==> src/rtl/decbcd_pkg.sv <==
package decbcd_pkg;

   // Structure used to locate the highest active digit line
   typedef enum logic {
      SCAN_LINEAR = 1'b0,   // upward loop, later hits overwrite earlier ones
      SCAN_ONEHOT = 1'b1    // isolate the top line as one-hot, then OR-encode
   } scan_e;

   // Bits needed to hold the values 0..num_digits
   function automatic int code_width(input int num_digits);
      return $clog2(num_digits + 1);
   endfunction

endpackage

==> src/rtl/decbcd_polarity.sv <==
module decbcd_polarity #(
   parameter int W      = 1,
   parameter bit INVERT = 1'b1
) (
   input  logic [W-1:0] in_i,
   output logic [W-1:0] out_o
);

   if (W < 1) begin : g_bad_width
      $error("decbcd_polarity: W must be at least 1");
   end

   if (INVERT) begin : g_inv
      assign out_o = ~in_i;
   end else begin : g_pass
      assign out_o = in_i;
   end

endmodule

==> src/rtl/decbcd_prio_core.sv <==
module decbcd_prio_core
   import decbcd_pkg::*;
#(
   parameter int    N    = 9,
   parameter int    CW   = 4,
   parameter scan_e IMPL = SCAN_ONEHOT
) (
   input  logic [N-1:0]  act_i,    // active-high; bit k is digit k+1
   output logic [CW-1:0] code_o
);

   if (N < 1) begin : g_bad_n
      $error("decbcd_prio_core: N must be at least 1");
   end
   if (CW < code_width(N)) begin : g_bad_cw
      $error("decbcd_prio_core: CW too narrow for N digits");
   end

   // For code bit b: mask of the lines whose digit value has bit b set
   function automatic logic [N-1:0] bit_mask(input int b);
      logic [N-1:0] m;
      m = '0;
      for (int k = 0; k < N; k++) begin
         m[k] = (((k + 1) >> b) & 1) != 0;
      end
      return m;
   endfunction

   if (IMPL == SCAN_LINEAR) begin : g_linear
      always_comb begin
         code_o = '0;
         for (int k = 0; k < N; k++) begin
            if (act_i[k]) code_o = CW'(k + 1);
         end
      end
   end else begin : g_onehot
      logic [N:0]   above;   // above[k]: some line at index >= k is active
      logic [N-1:0] top_sel; // one-hot: the highest active line

      assign above[N] = 1'b0;
      for (genvar k = 0; k < N; k++) begin : g_chain
         assign above[k]   = above[k+1] | act_i[k];
         assign top_sel[k] = act_i[k] & ~above[k+1];
      end

      for (genvar b = 0; b < CW; b++) begin : g_enc
         localparam logic [N-1:0] MASK = bit_mask(b);
         assign code_o[b] = |(top_sel & MASK);
      end
   end

endmodule

==> src/rtl/decbcd_key_detect.sv <==
module decbcd_key_detect #(
   parameter int N = 9
) (
   input  logic [N-1:0] act_i,
   input  logic         zero_act_i,
   output logic         hit_o
);

   if (N < 1) begin : g_bad_n
      $error("decbcd_key_detect: N must be at least 1");
   end

   assign hit_o = (|act_i) | zero_act_i;

endmodule

==> src/rtl/decbcd_prio_enc.sv <==
module decbcd_prio_enc
   import decbcd_pkg::*;
#(
   parameter int    NUM_DIGITS     = 9,
   parameter bit    IN_ACTIVE_LOW  = 1'b1,
   parameter bit    OUT_ACTIVE_LOW = 1'b1,
   parameter scan_e SCAN_IMPL      = SCAN_ONEHOT,
   localparam int   CODE_W         = code_width(NUM_DIGITS)
) (
   input  logic [NUM_DIGITS-1:0] key_n_i,
   input  logic                  zero_key_n_i,
   output logic [CODE_W-1:0]     bcd_n_o,
   output logic                  key_hit_o
);

   if (NUM_DIGITS < 1 || NUM_DIGITS > 255) begin : g_bad_digits
      $error("decbcd_prio_enc: NUM_DIGITS out of range");
   end

   logic [NUM_DIGITS-1:0] digit_act;
   logic                  zero_act;
   logic [CODE_W-1:0]     code;

   decbcd_polarity #(.W(NUM_DIGITS), .INVERT(IN_ACTIVE_LOW)) u_in_pol (
      .in_i  (key_n_i),
      .out_o (digit_act)
   );

   decbcd_polarity #(.W(1), .INVERT(IN_ACTIVE_LOW)) u_zero_pol (
      .in_i  (zero_key_n_i),
      .out_o (zero_act)
   );

   decbcd_prio_core #(.N(NUM_DIGITS), .CW(CODE_W), .IMPL(SCAN_IMPL)) u_core (
      .act_i  (digit_act),
      .code_o (code)
   );

   decbcd_polarity #(.W(CODE_W), .INVERT(OUT_ACTIVE_LOW)) u_out_pol (
      .in_i  (code),
      .out_o (bcd_n_o)
   );

   decbcd_key_detect #(.N(NUM_DIGITS)) u_detect (
      .act_i      (digit_act),
      .zero_act_i (zero_act),
      .hit_o      (key_hit_o)
   );

endmodule

==> config.mk <==
export PLATFORM = sky130hd
export DESIGN_NAME = decbcd_prio_enc
export DESIGN_NICKNAME = d
export VERILOG_FILES = /design/src/rtl/decbcd_pkg.sv /design/src/rtl/decbcd_polarity.sv /design/src/rtl/decbcd_prio_core.sv /design/src/rtl/decbcd_key_detect.sv /design/src/rtl/decbcd_prio_enc.sv
export SDC_FILE = /design/constraint.sdc
export NUM_CORES = 1
export LEC_CHECK = 0
export BUFFER_PORTS_ARGS = -buffer_cell sky130_fd_sc_hd__buf_2
export CAP_MARGIN = 20
export CORE_AREA = 4 4 41 43
export DETAILED_ROUTE_END_ITERATION = 8
export DIE_AREA = 0 0 45 47
export PLACE_DENSITY = 0.3
export SETUP_SLACK_MARGIN = 0.3
export SLEW_MARGIN = 0
export SYNTH_ARGS = -nofsm -noshare
export SYNTH_HDL_FRONTEND = slang
export SYNTH_SLANG_ARGS = --single-unit
==> constraint.sdc <==
create_clock -name vclk -period 0.96
set_input_delay 0.096 -clock vclk [all_inputs]
set_output_delay 0.096 -clock vclk [all_outputs]
set_load 0.1 [all_outputs]
==> impl_results.md <==
- Synth warnings: 0
- Area growth, synth to finish: 520%
- Syn avg cell area: slightly above 5 sq um
- Largest area contributor in the netlist: inv_1
- Synth Net Count: 26
- Maximum VDD drop: 0.227 mV
- Placement row count: 13
- DRC viols: 0
- Final instance area: 512 sq um
- Endpoints failing hold: 0
- Clock buffer cells: 0
- Grt ovf: 0
- Io pins: 15
- Worst setup path start: zero_key_n_i
- Failing checks: setup timing
- Initial Util: approximately 6.3%
- Drt initial violations: 0
- Core footprint: approximately 1300 sq um
- Largest net degree at the start of global routing: 4
- Ant. Diodes: 0
- Synth Instances: 16
- Layout cell share with drive strength beyond 1: approximately 90%
- WL met3: 75 um
- Worst Path Required: 860 ps
- Nets@finish: 54
- Die H: 47 um
- CP Class: input pin to output pin
- Post-Syn Area: 82.6 sq um
- MaxCap Viol Count: 0
- Port Buffers: 15
- Wire per inst: roughly 9.7 um
- Post-route ant nets: 0
- Total die area: 2120 sq um
- Initial antenna violation count: 0
- CP bufs+invs: 2
- Reg area: 0 sq um
- Crit path cell chain: buf_6 -> nand2_2 -> or4_4 -> buf_12
- Hold path start: key_n_i[7]
- Most frequent cells in the layout: buf_6 (11), buf_4 (7), buf_12 (5)
- Filler cell count: 130
- Met1 wire length: 228 um
- Commonest non-fill, non-tap cell in the layout: buf_6
- DP Wirelength: between 400 and 500 um
- WL final: 553 um
- Smallest setup slack after layout: -69.0 ps
- Slew Viols, Final: 0
- Vias per cell: roughly 3.6
- Gr usage total: 5.43%
- Crit path max-delay family: simple AND/OR/NAND/NOR gates
- DRT Pass-1 Iters: 1
- Placer Congestion: 0.664
- Synth top area share: 18.2%
- Max layer used: met3
- CP startpoint kind: input pin
- Rel. slew slack: 83.5%
- Critical Path End Type: output pin
- Register area share after synthesis: 0%
- Final setup violation count: 2
- Top cells by area, synth: inv_1 (18%), nand2_1 (18%), nand4_2 (15%)
- Met2 WL: 249 um
- Data arrival time of the worst path: a little over 900 ps
- Hold slack: just over 600 ps
- Part of the cycle the worst path needs: 107%
- Final min period: around 1000 ps
- Via count: a little over 200
- Static Leak: 0.221 nW
- Num sequential: 0
- Critical path peak fanout: 1
- PD cells: 532 nW/um^2
- Highest-delay cell along the critical path: or4_4
- First-pass GRT wire length: 897 um
- Status: complete, but fails checks
- Area of placed instances: approximately 370 sq um
- Vias in the first global route: 215
- RSZ-0062 raised after global routing: true
- Worst hold-check path type: input pin to output pin
- Worst Tran Pin Value: between 200 and 250 ps
- Final cell utilization of the core: between 30% and 40%
- Die width: 45 um
- Fmax: 0.972 GHz
- Setup TNS: -116 ps
- Post-synth cell types: 8
- CP peak stage delay: 540 ps
cells by family (layout without fill, tap and decap cells):
kind of cell | count (synthesis) | after routing | synth area share (%)
and+or+nand+nor | 7 | 7 | 47.0
AOI/OAI and AO/OA | 5 | 5 | 34.9
buffers and inverters | 4 | 30 | 18.2
final cells by class:
class                      instances  area, sq um  area share [%]
inverter                           4         18.8            3.67
multi-input combinational         12          153            29.8
tap                               15         18.8            3.67
timing repair buffer              26          322            62.8
repair_timing:
item                                    4_1_cts  5_1_grt
hold buffers                                  0        0
buffers inserted                              1        2
pin swaps                                     6        6
resized for setup                            23        8
endpoints found under the setup margin        5        5
Yosys cell counts:
cell / number
inv_1: 4
nand2_1: 4
nor2_1: 1
a221oi_1: 1
o21ai_0: 2
nand4_2: 1
a21oi_1: 2
or4_1: 1
stage by stage:
stage / std cells / power (mW) / setup slack (ps)
final: 57 / 0.272 / -69.0
after global routing: 57 / 0.285 / -90.2
after CTS: 55 / 0.256 / -80.5
after detailed placement: 54 / 0.223 / -253
after global placement: 54 / 0.222 / -241
after floorplan: 16 / 0.115 / -287
worst paths after layout:
kind / endpoint / slack, ps / cells past startpoint
hold / removal: bcd_n_o[0] / 600 / 4
setup / recovery: key_hit_o / -70 / 4
worst min-delay path: cells and delay by family:
kind / cells / cell delay (ps)
compound gates: 1 / 60
buf+inv: 3 / 360
where the power goes:
group,internal (mW),switching (mW)
combinational,0.133,0.139
sequential,0,0
clock,0,0
routing by layer:
metal  GRT usage, %  vias up
met5              0        -
met2           9.89       13
met1           7.19       87
li1               -      107
met4              0        0
met3          0.766        0
Power figures use the tool's default switching activity.
